--- src/rtl/fc_pkg.sv ---
package fc_pkg;

    localparam int FC_CNT_W      = 24;
    localparam int FC_SYNC_DEPTH = 2;

    localparam int ST_DONE_BIT = 0;
    localparam int ST_BUSY_BIT = 1;
    localparam int ST_MODE_BIT = 2;

    localparam int CT_START_BIT = 0;
    localparam int CT_MODE_BIT  = 1;

    typedef enum logic [1:0] {
        GS_IDLE = 2'd0,
        GS_ARM  = 2'd1,
        GS_OPEN = 2'd2
    } gate_state_e;

    typedef enum logic {
        MODE_FREQ   = 1'b0,
        MODE_PERIOD = 1'b1
    } meas_mode_e;

    typedef enum logic [1:0] {
        RA_CTRL  = 2'd0,
        RA_GATE  = 2'd1,
        RA_TALLY = 2'd2,
        RA_RSVD  = 2'd3
    } reg_addr_e;

    typedef struct packed {
        logic window_edge;
        logic tally_edge;
    } edge_route_t;

    function automatic edge_route_t route_edges(meas_mode_e m, logic ref_e, logic sig_e);
        edge_route_t r;
        if (m == MODE_FREQ) begin
            r.window_edge = ref_e;
            r.tally_edge  = sig_e;
        end else begin
            r.window_edge = sig_e;
            r.tally_edge  = ref_e;
        end
        return r;
    endfunction

endpackage

--- src/rtl/fc_edge_sync.sv ---
module fc_edge_sync #(
    parameter int DEPTH = 2
) (
    input  logic clk,
    input  logic rst,
    input  logic async_in,
    output logic rise
);
    logic [DEPTH-1:0] chain_q;
    logic             last_q;

    always_ff @(posedge clk) begin
        if (rst) begin
            chain_q <= '0;
            last_q  <= 1'b0;
        end else begin
            chain_q <= {chain_q[DEPTH-2:0], async_in};
            last_q  <= chain_q[DEPTH-1];
        end
    end

    assign rise = chain_q[DEPTH-1] & ~last_q;


    single_rise_chk: assert property (@(posedge clk) disable iff (rst)
        rise |=> !rise);

endmodule

--- src/rtl/fc_tally.sv ---
module fc_tally #(
    parameter int W = 24
) (
    input  logic         clk,
    input  logic         rst,
    input  logic         load_en,
    input  logic [W-1:0] load_val,
    input  logic         inc,
    output logic [W-1:0] value
);
    localparam logic [W-1:0] TOP = '1;

    logic [W-1:0] val_q;

    always_ff @(posedge clk) begin
        if (rst) begin
            val_q <= '0;
        end else if (load_en) begin
            val_q <= load_val;
        end else if (inc) begin
            val_q <= val_q + 1'b1;
        end
    end

    assign value = val_q;


    wrap_to_zero_chk: assert property (@(posedge clk) disable iff (rst)
        (inc && !load_en && val_q == TOP) |=> (val_q == '0));


    tally_hold_chk: assert property (@(posedge clk) disable iff (rst)
        (!inc && !load_en) |=> $stable(val_q));

endmodule

--- src/rtl/fc_window.sv ---
module fc_window
    import fc_pkg::*;
#(
    parameter int W = 24
) (
    input  logic         clk,
    input  logic         rst,
    input  logic         load_en,
    input  logic [W-1:0] load_val,
    input  logic         start,
    input  logic         window_edge,
    output logic         is_open,
    output logic         busy,
    output logic         done,
    output logic [W-1:0] remaining
);
    gate_state_e  state_q;
    logic [W-1:0] left_q;
    logic         done_q;
    logic         last_edge;

    assign last_edge = (left_q == {{(W-1){1'b0}}, 1'b1});

    always_ff @(posedge clk) begin
        if (rst) begin
            state_q <= GS_IDLE;
            left_q  <= '0;
            done_q  <= 1'b0;
        end else begin
            unique case (state_q)
                GS_IDLE: begin
                    if (load_en) begin
                        left_q <= load_val;
                    end
                    if (start) begin
                        if (left_q == '0) begin
                            done_q <= 1'b1;
                        end else begin
                            done_q  <= 1'b0;
                            state_q <= GS_ARM;
                        end
                    end
                end
                GS_ARM: begin
                    if (window_edge) begin
                        state_q <= GS_OPEN;
                    end
                end
                GS_OPEN: begin
                    if (window_edge) begin
                        left_q <= left_q - 1'b1;
                        if (last_edge) begin
                            state_q <= GS_IDLE;
                            done_q  <= 1'b1;
                        end
                    end
                end
                default: state_q <= GS_IDLE;
            endcase
        end
    end

    assign is_open   = (state_q == GS_OPEN);
    assign busy      = (state_q != GS_IDLE);
    assign done      = done_q;
    assign remaining = left_q;


    close_sets_done_chk: assert property (@(posedge clk) disable iff (rst)
        (state_q == GS_OPEN && window_edge && last_edge) |=> (done && !busy && left_q == '0));


    zero_preload_chk: assert property (@(posedge clk) disable iff (rst)
        (state_q == GS_IDLE && start && !load_en && left_q == '0) |=> (done && !busy));


    busy_not_done_chk: assert property (@(posedge clk) disable iff (rst)
        busy |-> !done);

endmodule

--- src/rtl/fc_core.sv ---
module fc_core
    import fc_pkg::*;
#(
    parameter int CNT_W      = FC_CNT_W,
    parameter int SYNC_DEPTH = FC_SYNC_DEPTH
) (
    input  logic             clk,
    input  logic             rst,
    input  logic             ref_in,
    input  logic             sig_in,
    input  logic             wr_en,
    input  logic [1:0]       addr,
    input  logic [CNT_W-1:0] wdata,
    output logic [CNT_W-1:0] rdata
);
    localparam int ST_PAD = CNT_W - 3;

    logic        ref_rise, sig_rise;
    meas_mode_e  mode_q;
    edge_route_t route;
    logic        win_open, win_busy, win_done;
    logic [CNT_W-1:0] win_left, tally_val;
    logic        wr_ok, start_req, win_load, tally_load;
    reg_addr_e   ra;

    fc_edge_sync #(.DEPTH(SYNC_DEPTH)) u_ref_sync (
        .clk(clk), .rst(rst), .async_in(ref_in), .rise(ref_rise));

    fc_edge_sync #(.DEPTH(SYNC_DEPTH)) u_sig_sync (
        .clk(clk), .rst(rst), .async_in(sig_in), .rise(sig_rise));

    assign ra         = reg_addr_e'(addr);
    assign wr_ok      = wr_en && !win_busy;
    assign start_req  = wr_ok && ra == RA_CTRL && wdata[CT_START_BIT];
    assign win_load   = wr_ok && ra == RA_GATE;
    assign tally_load = wr_ok && ra == RA_TALLY;

    always_ff @(posedge clk) begin
        if (rst) begin
            mode_q <= MODE_FREQ;
        end else if (wr_ok && ra == RA_CTRL) begin
            mode_q <= meas_mode_e'(wdata[CT_MODE_BIT]);
        end
    end

    assign route = route_edges(mode_q, ref_rise, sig_rise);

    fc_window #(.W(CNT_W)) u_window (
        .clk(clk), .rst(rst),
        .load_en(win_load), .load_val(wdata),
        .start(start_req), .window_edge(route.window_edge),
        .is_open(win_open), .busy(win_busy), .done(win_done),
        .remaining(win_left));

    fc_tally #(.W(CNT_W)) u_tally (
        .clk(clk), .rst(rst),
        .load_en(tally_load), .load_val(wdata),
        .inc(win_open && route.tally_edge),
        .value(tally_val));

    always_comb begin
        unique case (ra)
            RA_CTRL:  rdata = {{ST_PAD{1'b0}}, logic'(mode_q), win_busy, win_done};
            RA_GATE:  rdata = win_left;
            RA_TALLY: rdata = tally_val;
            default:  rdata = '0;
        endcase
    end


    busy_mode_lock_chk: assert property (@(posedge clk) disable iff (rst)
        (win_busy && wr_en) |=> $stable(mode_q));


    busy_tally_lock_chk: assert property (@(posedge clk) disable iff (rst)
        (win_busy && !win_open) |=> $stable(tally_val));

endmodule

--- config.mk ---
export PLATFORM = sky130hd
export DESIGN_NAME = fc_core
export DESIGN_NICKNAME = d
export VERILOG_FILES = /design/src/rtl/fc_pkg.sv /design/src/rtl/fc_edge_sync.sv /design/src/rtl/fc_tally.sv /design/src/rtl/fc_window.sv /design/src/rtl/fc_core.sv
export SDC_FILE = /design/constraint.sdc
export NUM_CORES = 1
export LEC_CHECK = 0
export BUFFER_PORTS_ARGS = -buffer_cell sky130_fd_sc_hd__buf_4
export CAP_MARGIN = 30
export CORE_MARGIN = 2
export CORE_UTILIZATION = 35
export CTS_CLUSTER_DIAMETER = 50
export DETAILED_ROUTE_END_ITERATION = 10
export GPL_TIMING_DRIVEN = 0
export PLACE_DENSITY = 0.49
export SYNTH_ARGS = -nofsm -noshare
export SYNTH_HDL_FRONTEND = slang
export SYNTH_SLANG_ARGS = --single-unit
--- constraint.sdc ---
create_clock -name clk -period 3.3 [get_ports clk]
set_input_delay 0.66 -clock clk [delete_from_list [all_inputs] [get_ports clk]]
set_output_delay 0.66 -clock clk [all_outputs]
set_load 0.02 [all_outputs]
Word level (Yosys, flattened, before mapping). Cells that the tools add are included.

Bits in registers: 58. Output and inout port bits: 24. Word-level logic and storage cells: 60.

Add/sub/neg operators: 2. Equal/unequal tests: 11. Muxes and demuxes: 18. Bitwise gates (word level): 4. Reductions and logical operators: 16.

Operator list (count): 2-to-1 mux 24 bit (4); case mux 24 bit (3 select lines) (1); case mux 24 bit (2 select lines) (1); adder 24 x 1 -> 24 bit, second input constant (1); == test 24 x 1 -> 1 bit, second input constant (1); zero test 24 bit (1); subtractor 24 x 1 -> 24 bit, second input constant (1); 2-to-1 mux 2 bit (6); inequality test 2 bit, second input constant (4); logical AND 1 bit (6); case mux 2 bit (3 select lines) (1); nonzero test 2 bit (3); AND reduction 5 bit (1); == test 2 x 1 -> 1 bit, second input constant (2); == test 2 bit, second input constant (2); zero test 2 bit (2); 2-to-1 mux 1 bit (4); inequality test 2 x 1 -> 1 bit, second input constant (2); AND reduction 4 bit (1); AND reduction 3 bit (1); bitwise AND 1 bit (2); inverter 1 bit (2); case mux 1 bit (2 select lines) (1); zero test 1 bit (1).

Logic depth before layout (Yosys ltp).
Depth after elaboration: 7. Gate-level depth with buffers: 8. Mapped depth without buffers: 6.

Cells and area by module. From an unflattened synthesis, not the netlist that was laid out.

Cells, all modules: 468. Area, all modules: 3861.2 um2.

By module, submodules not included: fc_window (instances 1, cells an instance 240, area each 1879.3 um2, seq. area each 540.5 um2); fc_tally (instances 1, cells an instance 168, area each 1350.0 um2, seq. area each 480.5 um2); fc_core (instances 1, cells an instance 46, area each 456.7 um2, seq. area each 20.0 um2); fc_edge_sync (instances 2, cells an instance 7, area each 87.6 um2, seq. area each 60.1 um2).

Worst setup path after synthesis. No wires, ideal clock.

Kind: input -> output. Start point: input addr[1]. End point: output rdata[1]. Arrival: 1.534 ns. Slack: 1.106 ns. Stages: 5. Buffers on the path: 2. Cells stage by stage: nor2b_1 > clkbuf_1 > clkbuf_1 > nand2_1 > o21ai_0.

Cells in the longest elaborated chain, start to end: 2. Elaborated cells between the ends (all ways): 4. Those cells by class: 2 x eq/ne; 1 x mux; 1 x reduce/logical.

RTL lines: start: declaration (line fc_core.sv:12) `input logic [1:0] addr,`; == test 2 bit, or another cell as far along (line fc_core.sv:62) `unique case (ra)`; case mux 24 bit (3 select lines) (*) (line fc_core.sv:62); end: declaration (line fc_core.sv:14) `output logic [CNT_W-1:0] rdata`.

Every way passes the cells marked *; elsewhere a longest branch is shown, timed or not.

Worst setup path after layout.
Start point: input addr[1]. End point: output rdata[23].

Same word-level chain as after synthesis.

==> impl_metrics.toml <==
[yosys]
syn_area_um2 = 3730
yosysUniqueCellTypes = 57
syn_inst = 486
synth.avg_cell_area_um2 = 7.68
syn_nets = 521
synthArstFlopShare_pct = 0
synth_edf_count = 0
synthFlopType = "dfxtp_1"
synthTopCellsByArea = "dfxtp_1 (31%), a21oi_1 (5.9%), nand2_1 (5.4%), a22o_1 (5.2%), o21ai_0 (5.1%)"
synth_top_area_cell = "dfxtp_1"
synth_seq_cells = 58
yosysWarnings = 0
synth_top_area_share_pct = 31.1
synth_seq_area_share_pct = 31.1

[placed_design]
place_ws_ns = 0.604
place.gp.congestion = 0.882
dp_hpwl_um = 11100
place_area_um2 = 4310
port_buffers = 54

[floorplanning]
die-height_um = 107
initial_core_util_pct = 36.1
chipWidth_um = 107
coreArea_um2 = 10300
fp.dieArea_um2 = 11500
ioPinCount = 55
rows = 37

[clock_tree]
cts.sinks = 58
cts_hold_buf = 0
cts_setup_buffers = 0
cts_root_buffer = "clkbuf_8"
cts_max_level = 3
clk_path_buf_depth = 2
clock_latency_ns = 0.35
cts_resized = 0
cts_made_buffers = 9
clkSlewWorstSetupHoldPaths_ns = 0.07
cts_tree = "done"

[final_layout]
drive_gt1_share_pct = 17.8
fin_util_pct = 43.7
finalInstanceArea_um2 = 4510
area_growth_pct = 20.8
fill_cells = 1097
nNetsFinal = 586

[critical_path]
end_kind = "output port"
required_ns = 2.64
arrival_ns = 2.06
r2r_slack_ns = 1.04
worstPathCellList = "buf_4, nor2b_1, clkbuf_1, clkbuf_1, a22o_1, buf_4"
cp_max_fo = 10
crit_slowest_cell = "clkbuf_1"
critPathKind = "input port to output port"
critPathLaunchType = "input port"
cpPeakStageDelay_ns = 0.49

[routing]
drt_iter0_drc = 329
drtPass1Iterations = 5
via_count = 4156
drtAntennaViolNets = 0
avgRoutedWirePerCell_um = 21.4
viasPerCell = 6.00
drc = 0
drt-total-wl_um = 14800

[timing]
finalClockSkew_ns = 0.00956
fmaxAchievable_ghz = 0.367
hold_ws_ns = 0.440
post-route-period-util_pct = 82.5
tightest_slew_ns = 0.715
post-route-min-period_ns = 2.72
slew_headroom_pct = 52.4
tns_ns = 0
worst_slack_ns = 0.578
grt_setup_unrepaired = "no"
setup_viol = 0
hold_viol_final = 0
slew_viol_final = 0

[pwr]
leakage_nw = 1.72
irDropWorstVdd_mv = 0.203
cellPowerDensity_nw_per_um2 = 397

[run]
cap_violations = 0

[hold_path]
hold_path.class = "flip-flop to flip-flop"

[grt]
grt_antenna_before_repair = 1
grt_pass1_wl_um = 23100
track_usage_pct = 26.6
first_global_vias = 3863
grt-ovfl-total = 0
grt_max_degree = 11

[outcome]
status = "finished, final reports clean"
critical path, delay by kind of cell:
| kind | cells | cell delay, ns |
|---|---|---|
| compound gates | 1 | 0.26 |
| buf+inv | 4 | 1.01 |
| simple gates | 1 | 0.13 |
per-layer routing:
layer / global-route usage (%) / wire, um
met5: 4.29 / 55
met4: 7.05 / 240
met3: 4.24 / 1020
met2: 40.7 / 6600
met1: 38.4 / 6920
through the flow:
step,total power [mW],std cells
after floorplan,0.961,486
after global placement,1.10,676
after detailed placement,1.10,676
after CTS,1.79,692
after global routing,1.86,693
final,1.79,693
cell usage in the layout, fill, tap and decap left out, types with 6 or more instances in the layout:
cell type  netlist  final
inv_1           10     10
nor2b_1         10     10
clkbuf_8         0     11
nand3_1         12     12
a22o_1          22     22
and3_1           7      7
nand2_1         54     54
dfxtp_1         58     58
a211oi_1        10     10
buf_4            0     54
a22oi_1          7      7
clkbuf_1        21     24
buf_2           15     15
nor4_1           7      7
o21ai_0         38     38
nor2_1          40     40
a21oi_1         44     44
a21o_1           6      6
nand4_1         14     14
a31oi_1         14     14
nor3_1           9      9
state kept, by name, summed over array words and instances (netlist names):
name,cells
u_tally.value,24
u_window.remaining,24
u_ref_sync.chain_q,2
u_sig_sync.chain_q,2
u_window.state_q,2
mode_q,1
u_ref_sync.last_q,1
u_sig_sync.last_q,1
u_window.done,1
kinds of logic (layout without fill, tap and decap cells):
family / count (synthesis) / in the layout / synth area share, %
XOR/XNOR: 7 / 7 / 1.64
flip-flops: 58 / 58 / 31.1
adder cells (fa/ha/maj): 4 / 4 / 1.34
AND/OR/NAND/NOR: 190 / 190 / 28.1
multiplexers: 5 / 5 / 1.37
AO/OA/AOI/OAI: 172 / 172 / 30.2
other: 0 / 1 / 0
buffers and inverters: 50 / 120 / 6.14
where the power goes:
| group | internal, mW | total, mW | switching [mW] | leakage (nW) |
|---|---|---|---|---|
| Clock | 0.390 | 0.698 | 0.308 | 0.101 |
| Combinational | 0.119 | 0.325 | 0.206 | 1.15 |
| Sequential | 0.728 | 0.767 | 0.0383 | 0.472 |
cell type report:
| type | instances | area (um2) | area share [%] |
|---|---|---|---|
| inverter | 10 | 37.5 | 0.833 |
| buffer | 40 | 191 | 4.25 |
| clock buffer | 14 | 163 | 3.61 |
| antenna | 1 | 2.50 | 0.0555 |
| tap | 136 | 170 | 3.78 |
| sequential | 58 | 1160 | 25.8 |
| multi-input combinational | 378 | 2340 | 51.9 |
| clock inverter | 2 | 35.0 | 0.777 |
| timing repair buffer | 54 | 405 | 9.00 |
worst paths after layout:
kind                                     from                            endpoint  cells past startpoint
max                                   addr[1]                           rdata[23]                      6
min          u_sig_sync.chain_q[0]$_SDFF_PP0_    u_sig_sync.chain_q[1]$_SDFF_PP0_                      1
max reg2reg  u_window.state_q[1]$_SDFFE_PP0P_  u_window.remaining[6]$_SDFFE_PP0P_                      6
min reg2reg  u_sig_sync.chain_q[0]$_SDFF_PP0_    u_sig_sync.chain_q[1]$_SDFF_PP0_                      1
cells in the mapped netlist (12+ instances only):
cell type	count
o21ai_0	38
nand4_1	14
nand3_1	12
nor2_1	40
buf_2	15
a31oi_1	14
clkbuf_1	21
nand2_1	54
a22o_1	22
dfxtp_1	58
a21oi_1	44
No activity file was read; power rests on OpenSTA's default activity.
